==> src/rtl/pfq_pkg.sv <==
package pfq_pkg;
  typedef struct packed {
    logic loadIc;
    logic stepIc;
    logic loadFetch;
    logic moveToExec;
  } pfqStrobes_t;
endpackage

==> src/rtl/pfq_ctrl.sv <==
module pfq_ctrl
  import pfq_pkg::*;
(
  input  logic        clk,
  input  logic        rstN,
  input  logic        memRdy,
  input  logic        advance,
  input  logic        hasImm,
  input  logic        jumpLoad,
  output logic        memReq,
  output logic        advReady,
  output logic        execValid,
  output logic        fetchValid,
  output pfqStrobes_t strobes
);
  logic immOwed;
  logic immHeld;
  logic accept;
  logic retire;

  assign memReq   = (~fetchValid | ~execValid) & ~jumpLoad;
  assign accept   = memReq & memRdy;
  // an immediate refetch is owed once per executing instruction
  assign immOwed  = execValid & fetchValid & hasImm & ~immHeld;
  assign advReady = execValid & fetchValid & ~(hasImm & ~immHeld);
  assign retire   = advance & advReady;

  always_comb begin
    strobes            = '0;
    strobes.loadIc     = jumpLoad;
    strobes.stepIc     = accept;
    strobes.loadFetch  = accept;
    strobes.moveToExec = accept & fetchValid;
  end

  always_ff @(posedge clk or negedge rstN) begin
    if (!rstN) begin
      execValid  <= 1'b0;
      fetchValid <= 1'b0;
      immHeld    <= 1'b0;
    end else if (jumpLoad) begin
      execValid  <= 1'b0;
      fetchValid <= 1'b0;
      immHeld    <= 1'b0;
    end else begin
      if (accept) begin
        fetchValid <= 1'b1;
        if (fetchValid) execValid <= 1'b1;
      end
      if (immOwed) begin
        fetchValid <= 1'b0;
        immHeld    <= 1'b1;
      end
      if (retire) begin
        execValid <= 1'b0;
        immHeld   <= 1'b0;
      end
    end
  end
endmodule

==> src/rtl/pfq_datapath.sv <==
module pfq_datapath
  import pfq_pkg::*;
#(
  parameter int WORD_W     = 16,
  parameter int RESET_ADDR = 0
) (
  input  logic              clk,
  input  logic              rstN,
  input  pfqStrobes_t       strobes,
  input  logic [WORD_W-1:0] jumpAddr,
  input  logic [WORD_W-1:0] memData,
  output logic [WORD_W-1:0] icOut,
  output logic [WORD_W-1:0] execWord,
  output logic [WORD_W-1:0] fetchWord,
  output logic [WORD_W-1:0] immWord
);
  localparam logic [WORD_W-1:0] IcInit = WORD_W'(RESET_ADDR);
  localparam logic [WORD_W-1:0] IcOne  = WORD_W'(1);

  always_ff @(posedge clk or negedge rstN) begin
    if (!rstN) begin
      icOut     <= IcInit;
      execWord  <= '0;
      fetchWord <= '0;
      immWord   <= '0;
    end else begin
      if (strobes.loadIc)      icOut <= jumpAddr;
      else if (strobes.stepIc) icOut <= icOut + IcOne;
      if (strobes.loadFetch)   fetchWord <= memData;
      if (strobes.moveToExec) begin
        execWord <= fetchWord;
        immWord  <= memData;
      end
    end
  end
endmodule

==> src/rtl/prefetch_queue.sv <==
module prefetch_queue
  import pfq_pkg::*;
#(
  parameter int WORD_W     = 16,
  parameter int RESET_ADDR = 0
) (
  input  logic              clk,
  input  logic              rstN,
  output logic              memReq,
  output logic [WORD_W-1:0] memAddr,
  output logic              memInstr,
  output logic              memSpace,
  output logic              memRead,
  input  logic              memRdy,
  input  logic [WORD_W-1:0] memData,
  input  logic              advance,
  input  logic              hasImm,
  output logic              advReady,
  input  logic              jumpLoad,
  input  logic [WORD_W-1:0] jumpAddr,
  output logic [WORD_W-1:0] icOut,
  output logic [WORD_W-1:0] execWord,
  output logic              execValid,
  output logic [WORD_W-1:0] fetchWord,
  output logic              fetchValid,
  output logic [WORD_W-1:0] immWord
);
  pfqStrobes_t strobes;

  pfq_ctrl u_ctrl (
    .clk        (clk),
    .rstN       (rstN),
    .memRdy     (memRdy),
    .advance    (advance),
    .hasImm     (hasImm),
    .jumpLoad   (jumpLoad),
    .memReq     (memReq),
    .advReady   (advReady),
    .execValid  (execValid),
    .fetchValid (fetchValid),
    .strobes    (strobes)
  );

  pfq_datapath #(.WORD_W(WORD_W), .RESET_ADDR(RESET_ADDR)) u_dp (
    .clk       (clk),
    .rstN      (rstN),
    .strobes   (strobes),
    .jumpAddr  (jumpAddr),
    .memData   (memData),
    .icOut     (icOut),
    .execWord  (execWord),
    .fetchWord (fetchWord),
    .immWord   (immWord)
  );

  assign memAddr  = icOut;
  assign memInstr = memReq;
  assign memSpace = memReq;
  assign memRead  = memReq;
endmodule

==> config.mk <==
export PLATFORM = sky130hd
export DESIGN_NAME = prefetch_queue
export DESIGN_NICKNAME = d
export VERILOG_FILES = /design/src/rtl/pfq_pkg.sv /design/src/rtl/pfq_ctrl.sv /design/src/rtl/pfq_datapath.sv /design/src/rtl/prefetch_queue.sv
export SDC_FILE = /design/constraint.sdc
export NUM_CORES = 1
export LEC_CHECK = 0
export ABC_AREA = 1
export ABC_CLOCK_PERIOD_IN_PS = 3760
export BUFFER_PORTS_ARGS = -buffer_cell sky130_fd_sc_hd__buf_2
export CORE_MARGIN = 4
export CORE_UTILIZATION = 52
export CTS_CLUSTER_DIAMETER = 40
export CTS_CLUSTER_SIZE = 10
export DETAILED_ROUTE_END_ITERATION = 10
export PLACE_DENSITY_LB_ADDON = 0.08
export SLEW_MARGIN = 0
export SYNTH_ARGS = -nofsm -noshare
export SYNTH_HDL_FRONTEND = slang
export SYNTH_SLANG_ARGS = --single-unit
export TNS_END_PERCENT = 50
==> constraint.sdc <==
create_clock -name clk -period 3.76 [get_ports clk]
set_input_delay 0.376 -clock clk [delete_from_list [all_inputs] [get_ports clk]]
set_output_delay 0.376 -clock clk [all_outputs]
set_load 0.005 [all_outputs]
==> flow_summary.yaml <==
setup_path:
  arrival_ns: 2.21
  crit_fanout: 49
  crit_path_frequent_cell: "inv_2"
  worst_path_max_delay_cell: "dfrtp_1"
  worstPathRequired_ns: 3.95
  max_stage_delay_ns: 0.41
  worstSetupPathType: "reg -> reg"
  crit_path_end_kind: "register"
  path_cells: "nand2_2, inv_2, nor2_4, nand2_4, nor2_8, inv_2, nand2_1, o21ai_0"
  startpoint_type: "register"
clock_network:
  htree_levels: 3
  clock_path_buffers: 2
  path_clk_slew_ns: 0.07
  clock_latency_ns: 0.34
  cts_buffers: 9
  cts_sinks: 67
  cts_resized: 0
  cts_tree: "built"
  cts_root_buffer: "clkbuf_8"
sta:
  fin_ws_ns: 1.74
  worstMarginPinSlew_ns: 0.723
  finClkSkew_ns: 0.0120
  fmax_mhz: 495
  period_needed_ns: 2.02
  rsz0062_at_grt: "false"
  final_max_slew_viol_count: 0
  fin_crit_sh: 0.538
  slew_headroom: 0.517
  finalHoldViolCount: 0
  setup_violations: 0
  setup-tns-final_ns: 0
drt:
  dr.pass1.iters: 4
  postRouteAntennaNets: 0
  drc: 0
  vias: 2735
  wl_per_cell_um: 13.7
  first_iter_violations: 224
  via_per_inst: 4.96
  routed_wirelength_um: 7520
power:
  irDropWorstVdd_v: 0.000266
  powerDensity_nw_per_um2: 529
  power_w: 0.00206
  p_leak_nw: 2.21
placed_design:
  post-place-ws_ns: 1.54
  dp_hpwl_um: 5380
  dp.cells: 534
  port_buffers: 124
  gp_congestion: 0.902
layout:
  final_core_util: 0.687
  drive_gt1_frac: 0.313
  fill_cells: 493
  num_antenna_cells: 0
  nets: 513
  fin_cells: 551
  syn2layout_area_growth_pct: 24.6
outcome:
  status: "completed"
grt:
  grt.overflow.total: 0
  grt_pass1_vias: 2582
  grt_antenna_before_repair: 0
  grt_max_degree: 50
  gr-usage-all-layers: 0.219
  grt_pass1_wl_um: 12800
min_path:
  holdCritPathClass: "in -> reg"
logic_synthesis:
  netlist_instances: 368
  synthesis.nets: 407
  synth_area_um2: 3130
  ys_seq_area_frac: 0.536
  ys_seq_elements: 67
  ys_warn_count: 0
  ys_types: 28
  syn_avg_cell_area_um2: 8.50
run:
  cap_violations: 0
floorplan:
  start_util: 0.551
  die_w_um: 85.5
  core_um2: 5680
  dieArea_um2: 7320
  die_h_um: 85.5
  ioPinCount: 125
  rows: 27
[layout by cell type (no fill, tap or decap), types with 3 or more instances in the layout]
cell type,count
buf_2,124
nand3_1,19
o211ai_1,3
a22oi_1,11
a21oi_1,5
xnor2_1,3
bufinv_16,3
o21bai_1,3
inv_1,33
o21ai_0,28
o21ai_1,10
buf_4,3
nand2_1,126
nor2_1,13
clkbuf_8,10
dfrtp_1,67
[cell usage after synthesis, drive strengths merged]
master	number	area (um^2)
xnor2	3	26.3
xor2	2	17.5
a211oi	1	7.51
dfrtp	67	1680
nor2	15	80.1
buf	32	219
a21oi	5	25.0
nand4	2	12.5
o21bai	3	22.5
a22oi	11	82.6
nor3	1	5.00
o21ai	38	190
inv	35	131
o211ai	3	22.5
nand2	128	490
ha	1	12.5
nand3	19	95.1
or2	1	6.26
clkbuf	1	3.75
[metrics by stage]
stage                     instance area [um^2]  hold WS (ns)
final                                     3900         0.255
after global routing                      3900         0.258
after detailed placement                  3640         0.347
after floorplan                           3130        0.0804
after global placement                    3640         0.345
after CTS                                 3900         0.247
[area by class of cell]
| type | instances | area (um^2) | area share |
|---|---|---|---|
| multi-input cells | 233 | 1100 | 0.281 |
| well taps | 72 | 90.1 | 0.0231 |
| inverters | 35 | 131 | 0.0337 |
| repair buffers | 128 | 653 | 0.168 |
| clock buffers | 10 | 138 | 0.0353 |
| flip-flops and latches | 67 | 1680 | 0.430 |
| clock inverters | 6 | 113 | 0.0289 |
[worst max-delay path: cells and delay by family, from the launching register on]
family	cells	cell delay (ns)
simple gates	5	0.96
compound gates	1	0.09
flops	1	0.41
buf+inv	2	0.42
[sequential cells by signal (all words and copies together), names as in the netlist]
register	flops
u_ctrl.execValid	1
u_ctrl.fetchValid	1
u_ctrl.immHeld	1
u_dp.execWord	16
u_dp.fetchWord	16
u_dp.icOut	16
u_dp.immWord	16
[repair_timing]
item | CTS | global route
endpoints found under the hold margin | 19 | 0
hold buffers | 1 | 0
buffers inserted | 0 | 0
[kinds of logic (layout without fill, tap and decap cells)]
logic type                 count (synthesis)  in the layout  share of synthesized area
AOI/OAI and AO/OA                         61             61                      0.112
adders and majority gates                  1              1                    0.00400
and+or+nand+nor                          166            166                      0.220
DFF                                       67             67                      0.536
buffers and inverters                     68            179                      0.113
xor gates and xnor gates                   5              5                     0.0140
[metal layers]
layer,wire length [um],GRT usage
met5,0,0
met1,3510,0.327
met4,17,0.0748
met2,3310,0.314
met3,685,0.0500
[worst paths after layout]
kind                                     to  depth (start not counted)  slack (ns)              start
max                        u_dp.immWord[15]                          8        1.74  u_ctrl.fetchValid
min reg2reg                u_dp.execWord[7]                          2        0.47   u_dp.execWord[7]
min in group asynchronous  u_dp.execWord[2]                          2        0.50               rstN
min                           u_dp.icOut[2]                          3        0.25        jumpAddr[2]
max in group asynchronous  u_dp.immWord[13]                          3        2.29               rstN
max reg2reg                u_dp.immWord[15]                          8        1.74  u_ctrl.fetchValid
[report_power, final]
group          internal, W  switching, W  total [W]
registers         0.000843      0.000101   0.000944
clock network     0.000460      0.000277   0.000737
logic             0.000182      0.000200   0.000382
total              0.00149      0.000577    0.00206
Note: power is estimated with default switching activity, not from simulation.
